[src/rtl/serial_card_pkg.sv]
package serial_card_pkg;
  localparam int ADDR_W      = 16;
  localparam int NUM_CH      = 4;
  localparam int DATA_W      = 8;
  localparam int REG_AW      = 3;
  localparam int CH_AW       = $clog2(NUM_CH);
  localparam int BASE_W      = ADDR_W - REG_AW - CH_AW;
  localparam int SCRATCH_OFS = (1 << REG_AW) - 1;
endpackage

[src/rtl/scd_addr_decode.sv]
module scd_addr_decode #(
  parameter int ADDR_W = 16,
  parameter int NUM_CH = 4,
  parameter int REG_AW = 3,
  localparam int CH_AW  = $clog2(NUM_CH),
  localparam int BASE_W = ADDR_W - REG_AW - CH_AW
) (
  input  logic [ADDR_W-1:0] addr_i,
  input  logic [BASE_W-1:0] base_sw_i,
  output logic              hit_o,
  output logic [NUM_CH-1:0] ch_sel_o,
  output logic [REG_AW-1:0] reg_ofs_o
);
  logic [BASE_W-1:0] bit_ok;
  logic [CH_AW-1:0]  ch_idx;

  // switch ON (1) demands a 0 on the address line, OFF demands a 1
  for (genvar b = 0; b < BASE_W; b++) begin : g_bit
    assign bit_ok[b] = addr_i[REG_AW+CH_AW+b] ^ base_sw_i[b];
  end

  assign hit_o     = &bit_ok;
  assign ch_idx    = addr_i[REG_AW +: CH_AW];
  assign reg_ofs_o = addr_i[REG_AW-1:0];

  for (genvar c = 0; c < NUM_CH; c++) begin : g_sel
    assign ch_sel_o[c] = hit_o && (ch_idx == CH_AW'(c));
  end
endmodule

[src/rtl/scd_irq_collect.sv]
module scd_irq_collect #(
  parameter int NUM_CH = 4,
  parameter int DATA_W = 8
) (
  input  logic              clk_i,
  input  logic              rst_ni,
  input  logic [NUM_CH-1:0] ch_irq_i,
  input  logic              irq_gate_i,
  output logic [DATA_W-1:0] status_o,
  output logic              irq_o
);
  logic [NUM_CH-1:0] irq_q;

  always_ff @(posedge clk_i or negedge rst_ni) begin
    if (!rst_ni) irq_q <= '0;
    else         irq_q <= ch_irq_i;
  end

  if (DATA_W > NUM_CH) begin : g_pad
    assign status_o = {{(DATA_W-NUM_CH){1'b0}}, irq_q};
  end else begin : g_nopad
    assign status_o = irq_q[DATA_W-1:0];
  end

  assign irq_o = irq_gate_i && (|irq_q);
endmodule

[src/rtl/scd_read_path.sv]
module scd_read_path #(
  parameter int NUM_CH      = 4,
  parameter int DATA_W      = 8,
  parameter int REG_AW      = 3,
  parameter int SCRATCH_OFS = 7
) (
  input  logic                     rd_i,
  input  logic                     hit_i,
  input  logic [NUM_CH-1:0]        ch_sel_i,
  input  logic [REG_AW-1:0]        reg_ofs_i,
  input  logic                     status_mode_i,
  input  logic [DATA_W-1:0]        status_i,
  input  logic [NUM_CH*DATA_W-1:0] ch_rdata_i,
  output logic                     override_o,
  output logic [DATA_W-1:0]        rdata_o,
  output logic                     rdata_oe_o
);
  logic [DATA_W-1:0] ch_byte;

  always_comb begin
    ch_byte = '0;
    for (int c = 0; c < NUM_CH; c++) begin
      if (ch_sel_i[c]) ch_byte = ch_rdata_i[c*DATA_W +: DATA_W];
    end
  end

  assign override_o = rd_i && hit_i && status_mode_i &&
                      (reg_ofs_i == REG_AW'(SCRATCH_OFS));
  assign rdata_oe_o = rd_i && hit_i;

  always_comb begin
    if (!rdata_oe_o)     rdata_o = '0;
    else if (override_o) rdata_o = status_i;
    else                 rdata_o = ch_byte;
  end
endmodule

[src/rtl/scd_drv_ctl.sv]
module scd_drv_ctl #(
  parameter int NUM_CH = 4
) (
  input  logic              clk_i,
  input  logic              rst_ni,
  input  logic [NUM_CH-1:0] drv_ctl_i,
  output logic [NUM_CH-1:0] drv_en_o
);
  for (genvar c = 0; c < NUM_CH; c++) begin : g_ch
    always_ff @(posedge clk_i or negedge rst_ni) begin
      if (!rst_ni) drv_en_o[c] <= 1'b0;
      else         drv_en_o[c] <= drv_ctl_i[c];
    end
  end
endmodule

[src/rtl/serial_card_decoder.sv]
module serial_card_decoder
  import serial_card_pkg::*;
#(
  parameter int P_ADDR_W = ADDR_W,
  parameter int P_NUM_CH = NUM_CH,
  parameter int P_DATA_W = DATA_W,
  parameter int P_REG_AW = REG_AW,
  localparam int L_CH_AW   = $clog2(P_NUM_CH),
  localparam int L_BASE_W  = P_ADDR_W - P_REG_AW - L_CH_AW,
  localparam int L_SCRATCH = (1 << P_REG_AW) - 1
) (
  input  logic                         clk_i,
  input  logic                         rst_ni,
  input  logic [P_ADDR_W-1:0]          addr_i,
  input  logic                         rd_i,
  input  logic                         wr_i,
  input  logic [L_BASE_W-1:0]          base_sw_i,
  input  logic                         status_mode_i,
  input  logic [P_NUM_CH*P_DATA_W-1:0] ch_rdata_i,
  input  logic [P_NUM_CH-1:0]          ch_irq_i,
  input  logic                         irq_gate_i,
  input  logic [P_NUM_CH-1:0]          drv_ctl_i,
  output logic [P_NUM_CH-1:0]          ch_cs_o,
  output logic [P_REG_AW-1:0]          ch_reg_o,
  output logic                         ch_rd_o,
  output logic                         ch_wr_o,
  output logic [P_DATA_W-1:0]          rdata_o,
  output logic                         rdata_oe_o,
  output logic                         irq_o,
  output logic [P_NUM_CH-1:0]          drv_en_o
);
  logic                hit;
  logic                override;
  logic [P_NUM_CH-1:0] ch_sel;
  logic [P_DATA_W-1:0] status;

  scd_addr_decode #(
    .ADDR_W (P_ADDR_W),
    .NUM_CH (P_NUM_CH),
    .REG_AW (P_REG_AW)
  ) i_decode (
    .addr_i    (addr_i),
    .base_sw_i (base_sw_i),
    .hit_o     (hit),
    .ch_sel_o  (ch_sel),
    .reg_ofs_o (ch_reg_o)
  );

  scd_irq_collect #(
    .NUM_CH (P_NUM_CH),
    .DATA_W (P_DATA_W)
  ) i_irq (
    .clk_i      (clk_i),
    .rst_ni     (rst_ni),
    .ch_irq_i   (ch_irq_i),
    .irq_gate_i (irq_gate_i),
    .status_o   (status),
    .irq_o      (irq_o)
  );

  scd_read_path #(
    .NUM_CH      (P_NUM_CH),
    .DATA_W      (P_DATA_W),
    .REG_AW      (P_REG_AW),
    .SCRATCH_OFS (L_SCRATCH)
  ) i_read (
    .rd_i          (rd_i),
    .hit_i         (hit),
    .ch_sel_i      (ch_sel),
    .reg_ofs_i     (ch_reg_o),
    .status_mode_i (status_mode_i),
    .status_i      (status),
    .ch_rdata_i    (ch_rdata_i),
    .override_o    (override),
    .rdata_o       (rdata_o),
    .rdata_oe_o    (rdata_oe_o)
  );

  scd_drv_ctl #(
    .NUM_CH (P_NUM_CH)
  ) i_drv (
    .clk_i     (clk_i),
    .rst_ni    (rst_ni),
    .drv_ctl_i (drv_ctl_i),
    .drv_en_o  (drv_en_o)
  );

  // status override hides the read from the channel core
  assign ch_cs_o = override ? '0 : ch_sel;
  assign ch_rd_o = rd_i && hit && !override;
  assign ch_wr_o = wr_i && hit;
endmodule

[config.mk]
export PLATFORM = sky130hd
export DESIGN_NAME = serial_card_decoder
export DESIGN_NICKNAME = d
export VERILOG_FILES = /design/src/rtl/serial_card_pkg.sv /design/src/rtl/scd_addr_decode.sv /design/src/rtl/scd_irq_collect.sv /design/src/rtl/scd_read_path.sv /design/src/rtl/scd_drv_ctl.sv /design/src/rtl/serial_card_decoder.sv
export SDC_FILE = /design/constraint.sdc
export NUM_CORES = 1
export LEC_CHECK = 0
export BUFFER_PORTS_ARGS = -buffer_cell sky130_fd_sc_hd__buf_4
export CAP_MARGIN = 30
export CORE_AREA = 2 2 54 56
export CTS_BUF_LIST = sky130_fd_sc_hd__clkbuf_8
export DETAILED_ROUTE_END_ITERATION = 10
export DIE_AREA = 0 0 56 58
export GPL_TIMING_DRIVEN = 0
export PLACE_DENSITY = 0.79
export SYNTH_ARGS = -nofsm -noshare
export SYNTH_HDL_FRONTEND = slang
export SYNTH_HIERARCHICAL = 1
export SYNTH_SLANG_ARGS = --single-unit
[constraint.sdc]
create_clock -name clk_i -period 2.63 [get_ports clk_i]
set_input_delay 0.1315 -clock clk_i [delete_from_list [all_inputs] [get_ports clk_i]]
set_output_delay 0.1315 -clock clk_i [all_outputs]
set_load 0.05 [all_outputs]
==> flow_summary_export.csv, run 1 <==
group,metric,value,unit
detailed_routing,firstDrtPassIters,4,
detailed_routing,drtAntennaViolNets,0,
clock_tree,cts.sinks,8,
clock_tree,cts_made_buffers,3,
synthesis,yosysSeqAreaShare,22.0,%
timing,fmax,414,MHz
power,power_density,252,mW/mm^2
detailed_routing,wl_per_cell,14.0,microns
layout,drive_gt1_share,59.1,%
worst_setup_path,worstSetupPathType,"input port to primary output",
floorplanning,initial_core_util,34.1,%
power,comb_power_share,37.3,%
floorplanning,die_h,58,microns
synthesis,synth.avg_cell_area,7.90,sq um
synthesis,syn_inst,115,
min_path,whs_endpoint,"i_irq/irq_q[2]",
timing,holdWs,4.37,ps
global_routing,grt_pass1_wl,5310,microns
layout,n_fill_cell,224,
floorplanning,die_x,56,microns
min_path,holdPathStages,1,
synthesis,ys_warn_count,6,
synthesis,synth_area_leader_cell,"dfrtp_1",
layout,final_core_util,67.3,%
worst_setup_path,cp_slowest_cell,"nor4_1",
worst_setup_path,cp.arrival,2280,ps
global_routing,grt_pass1_vias,1296,
timing,setup_violations,0,
layout,num_antenna_cells,0,
clock_tree,postCtsSetupRepairBufs,0,
synthesis,netlist_top_cells_area,"dfrtp_1, xor2_1, a221o_1",
worst_setup_path,cp-start-kind,"input port",
worst_setup_path,worstPathMaxFanout,8,
synthesis,synthesis.area,908,sq um
worst_setup_path,worst_path_largest_cell_delay,460,ps
power,internal-power,322,uW
power,seqPwrFrac,29.4,%
clock_tree,cts_tree,"done",
synthesis,async_flop_share,100,%
layout,fin_cells,246,
layout,final-seq-area,200,sq um
detailed_routing,drt_iter0_markers,24,
worst_setup_path,worstPathRequired,2500,ps
floorplanning,rows,19,
synthesis,ys_types,26,
detailed_routing,drc,0,
min_path,worst_hold_path_type,"input port to flop",
power,peakVddDrop,0.423,mV
global_routing,grt_antenna_before_repair,0,
layout,nNetsFinal,290,
synthesis,synthTopCellsByCount,"nand2_1, xor2_1, inv_1",
synthesis,ys_ff_latch,8,
worst_setup_path,endpoint_kind,"primary output",
min_path,min_from,"ch_irq_i[2]",
timing,hold_viol_final,0,
synthesis,ys.flop_type,"dfrtp_1",
global_routing,gr-total-overflow,0,
worst_setup_path,crit_chain,"buf_4, xor2_1, nand3_1, nor4_1, clkbuf_2, nand3b_1, a221o_1, a31oi_2, buf_4",
timing,slew_viol_final,0,
power,swShare,28.8,%
timing,timing.final.crit_share,91.9,%
timing,period_minus_slack,2420,ps
detailed_routing,totalWireLength,3440,microns
clock_tree,cts_root_buf,"clkbuf_8",
clock_tree,cts.htree.levels,1,
layout,syn2layout_area_growth,97.2,%
power,p_leak,0.876,nW
power,switchingPower,130,uW
detailed_routing,vias_per_cell,4.99,
place,portBuffers,92,
flow_run,drv_cap,0,
worst_setup_path,cpMostUsedCell,"buf_4",
place,dpl.hpwl,2750,microns
detailed_routing,vias,1227,
global_routing,grt_use_total,20.3,%
synthesis,synth.top_cell.area_share,22.0,%
floorplanning,floorplan.die_area,0.00325,sq mm
global_routing,grt_start_max_net_pins,11,
place,dp.cells,242,
floorplanning,ios,96,
synthesis,synth_enable_flop_cells,0,
timing,rsz0062_at_grt,"no",
floorplanning,core,0.00266,sq mm
layout,multiInputGateArea,672,sq um
place,place.gp.congestion,0.872,
outcome,status,"completed",
clock_tree,clockBufferDepth,2,
clock_tree,path_clk_slew,40,ps
power,p_clk_share,33.4,%
## per-layer routing
| layer | track usage [%] | routed length, microns |
|---|---|---|
| met5 | 0 | 0 |
| met4 | 5.10 | 19 |
| met3 | 5.80 | 301 |
| met2 | 38.7 | 1770 |
| met1 | 22.2 | 1340 |
## logic make-up after synthesis
group | share of synthesized area [%]
simple gates | 27.8
compound gates | 24.4
buf+inv | 14.7
xor+xnor | 10.6
flops | 22.0
other cells | 0.413
## power groups by stage
stage	combinational, mW	sequential [mW]	clock, mW
6_report	0.168	0.133	0.151
3_5_place_dp	0.159	0.134	0
4_1_cts	0.162	0.133	0.152
5_1_grt	0.180	0.133	0.156
2_1_floorplan	0.0475	0.145	0
3_3_place_gp	0.155	0.134	0
## cell type report
class                      count  area share (%)
multi-input combinational     87            37.5
inverter                      10            2.09
clock buffer                   3            2.30
buffer                        13            5.38
sequential                     8            11.2
timing repair buffer          94            39.4
tap                           31            2.16
## cell usage in the layout, fill, tap and decap left out
| cell type | netlist | layout |
|---|---|---|
| nand4_1 | 1 | 1 |
| dlygate4sd3_1 | 0 | 1 |
| nand3b_1 | 8 | 8 |
| or2_2 | 1 | 1 |
| and2_1 | 1 | 1 |
| nor4_4 | 0 | 2 |
| nand2_1 | 11 | 11 |
| and2b_2 | 4 | 4 |
| clkbuf_8 | 0 | 3 |
| o21ai_0 | 8 | 8 |
| and3b_2 | 1 | 1 |
| inv_1 | 10 | 10 |
| dfrtp_1 | 8 | 8 |
| nor2_1 | 1 | 1 |
| nand3_1 | 2 | 2 |
| buf_4 | 8 | 100 |
| a21oi_1 | 8 | 8 |
| buf_6 | 2 | 2 |
| o41a_1 | 1 | 1 |
| a31oi_2 | 0 | 8 |
| conb_1 | 1 | 4 |
| clkbuf_2 | 1 | 1 |
| nor4_2 | 0 | 1 |
| a221o_1 | 8 | 8 |
| nand4_2 | 2 | 2 |
| nand4b_1 | 2 | 2 |
| xor2_1 | 11 | 11 |
| nor4_1 | 5 | 2 |
| clkbuf_1 | 1 | 1 |
| buf_2 | 1 | 2 |
## metrics by stage
step,worst slack [ps],area [sq um],TNS (ps),power (mW)
4_1_cts,164,1760,0,0.447
6_report,214,1790,0,0.452
5_1_grt,2.36,1790,0,0.469
3_3_place_gp,7.11,1700,0,0.289
2_1_floorplan,274,970,0,0.192
3_5_place_dp,-31.3,1700,-152,0.294
## critical path: cells and delay by family
kind	cells	cell delay, ps
buffers and inverters	3	630
XOR/XNOR	1	150
AO/OA/AOI/OAI	2	510
AND/OR/NAND/NOR	3	850
## what timing repair did
item,4_1_cts,5_1_grt
resized for setup,1,4
hold buffers,1,0
endpoints found under the setup margin,7,6
endpoints found under the hold margin,8,0
## flip-flops by register name, indices dropped and copies added, names as in the netlist
register,cells
i_drv/drv_en_o,4
i_irq/irq_q,4
## worst max-delay path by stage
stage | to | start
floorplan | rdata_o[6] | base_sw_i[0]
global placement | rdata_o[7] | base_sw_i[0]
detailed placement | rdata_o[3] | base_sw_i[0]
CTS | ch_cs_o[3] | base_sw_i[0]
global route | rdata_o[2] | base_sw_i[2]
finish | rdata_o[2] | base_sw_i[6]
No activity file was read; power rests on OpenSTA's default activity.
==> inputs of run 2 (changes only) <==
--- a/config.mk
+++ b/config.mk
@@ -11,4 +11,6 @@
 export CTS_BUF_LIST = sky130_fd_sc_hd__clkbuf_8
+export CTS_CLUSTER_SIZE = 30
 export DETAILED_ROUTE_END_ITERATION = 10
 export DIE_AREA = 0 0 56 58
+export GPL_ROUTABILITY_DRIVEN = 0
 export GPL_TIMING_DRIVEN = 0
--- a/constraint.sdc
+++ b/constraint.sdc
@@ -3,2 +3,2 @@
 set_output_delay 0.1315 -clock clk_i [all_outputs]
-set_load 0.05 [all_outputs]
+set_load 0.01 [all_outputs]
==> flow_summary_export.csv, run 2 (same netlist as run 1, synthesis figures left out) <==
group,metric,value,unit
outcome,status,"completed",
clock_tree,cts.htree.levels,1,
layout,final-seq-area,200,sq um
timing,fmax,422,MHz
global_routing,grt_pass1_wl,5120,microns
detailed_routing,totalWireLength,3430,microns
layout,final_core_util,64.5,%
layout,reg_top3,"i_drv/drv_en_o: 4 flops, i_irq/irq_q: 4 flops",
power,finalPower,421,uW
global_routing,grt_antenna_before_repair,0,
layout,n_fill_cell,231,
worst_setup_path,worstSetupPathType,"input port to primary output",
timing,setup_violations,0,
timing,hold_viol_final,0,
floorplanning,die_h,58,microns
power,swShare,23.8,%
timing,tightest_slew,638,ps
detailed_routing,drc,0,
floorplanning,core,0.00266,sq mm
detailed_routing,wl_per_cell,13.9,microns
floorplanning,initial_core_util,34.1,%
layout,mostFrequentLayoutCells,"buf_4, xor2_1, nand2_1",
power,p_clk_share,34.7,%
power,power_density,245,mW/mm^2
worst_setup_path,worstPathMaxFanout,10,
timing,slew_viol_final,0,
clock_tree,clockBufferDepth,2,
place,dpl.hpwl,2890,microns
detailed_routing,firstDrtPassIters,6,
flow_run,drv_cap,0,
floorplanning,rows,19,
timing,period_minus_slack,2370,ps
place,portBuffers,92,
layout,nNetsFinal,290,
layout,syn2layout_area_growth,89.1,%
place,postPlaceCellArea,0.00165,sq mm
layout,multiInputGateArea,598,sq um
power,seqPwrFrac,31.5,%
worst_setup_path,startpoint,"base_sw_i[2]",
power,peakVddDrop,0.336,mV
min_path,worst_hold_path_type,"input port to flop",
timing,timing.final.crit_share,90.1,%
power,p_leak,0.858,nW
detailed_routing,drtAntennaViolNets,0,
min_path,holdPathStages,1,
worst_setup_path,endpoint_kind,"primary output",
detailed_routing,drt_iter0_markers,29,
clock_tree,postCtsSetupRepairBufs,0,
detailed_routing,vias,1264,
timing,tns,0,ps
layout,mostFrequentLayoutCell,"buf_4",
floorplanning,die_x,56,microns
clock_tree,cts_tree,"done",
layout,num_antenna_cells,0,
timing,rsz0062_at_grt,"no",
clock_tree,cts_root_buf,"clkbuf_8",
worst_setup_path,cp.arrival,2240,ps
power,internal-power,321,uW
clock_tree,cts_made_buffers,3,
global_routing,gr-total-overflow,0,
power,switchingPower,100,uW
clock_tree,path_clk_slew,40,ps
worst_setup_path,cp-start-kind,"input port",
layout,drive_gt1_share,54.9,%
timing,holdWs,12.7,ps
global_routing,grt_start_max_net_pins,11,
global_routing,grt_pass1_vias,1240,
layout,fin_area,0.00172,sq mm
clock_tree,cts.sinks,8,
timing,max_slew_margin,57.1,%
worst_setup_path,worstPathRequired,2500,ps
global_routing,grt_use_total,19.8,%
detailed_routing,vias_per_cell,5.14,
power,comb_power_share,33.7,%
floorplanning,ios,96,
floorplanning,floorplan.die_area,0.00325,sq mm
worst_setup_path,crit_path_end,"rdata_o[3]",
-- run 2: worst max-delay path, cell delays in order --
cell	delay (ps)
buf_4	110
xor2_1	170
nand4_2	200
nor4_2	650
buf_6	220
a21oi_1	80
a221o_1	330
a31oi_1	190
buf_4	150
-- run 2: how the worst min path moves through the flow --
stage | startpoint | end
6_report | ch_irq_i[1] | i_irq/irq_q[1]
2_1_floorplan | rst_ni | i_drv/drv_en_o[0]
3_3_place_gp | rst_ni | i_drv/drv_en_o[1]
3_5_place_dp | rst_ni | i_drv/drv_en_o[1]
5_1_grt | ch_irq_i[3] | i_irq/irq_q[3]
4_1_cts | ch_irq_i[1] | i_irq/irq_q[1]
-- run 2: per-stage QoR --
| step | worst slack [ps] | std cells |
|---|---|---|
| 2_1_floorplan | 589 | 118 |
| 3_3_place_gp | 48.8 | 241 |
| 3_5_place_dp | -11.6 | 242 |
| 4_1_cts | 87.0 | 246 |
| 5_1_grt | 91.8 | 246 |
| 6_report | 262 | 246 |
-- run 2: layout make-up --
cell class / instances / area share (%)
sequential: 8 / 11.7
inverter: 10 / 2.18
tap: 31 / 2.26
multi-input combinational: 87 / 34.8
timing repair buffer: 94 / 41.1
clock buffer: 3 / 2.40
buffer: 13 / 5.61
-- run 2: repair_timing --
action / 4_1_cts / 5_1_grt
endpoints found under the setup margin: 4 / 8
hold endpoints to repair: 8 / 0
gates resized for setup: 1 / 1
hold buffers: 1 / 0
-- run 2: layer usage --
layer	global-route usage [%]	part of all wire, %	up-vias
met4	6.80	0.50	0
li1	-	-	610
met5	0	0	-
met2	41.8	57	61
met3	2.90	5.5	4
met1	19.1	37	589
-- run 2: power groups by stage --
stage / sequential, mW / combinational, mW / clock (mW)
2_1_floorplan: 0.135 / 0.0368 / 0
3_3_place_gp: 0.134 / 0.134 / 0
3_5_place_dp: 0.134 / 0.139 / 0
4_1_cts: 0.132 / 0.141 / 0.151
5_1_grt: 0.133 / 0.153 / 0.157
6_report: 0.133 / 0.142 / 0.146
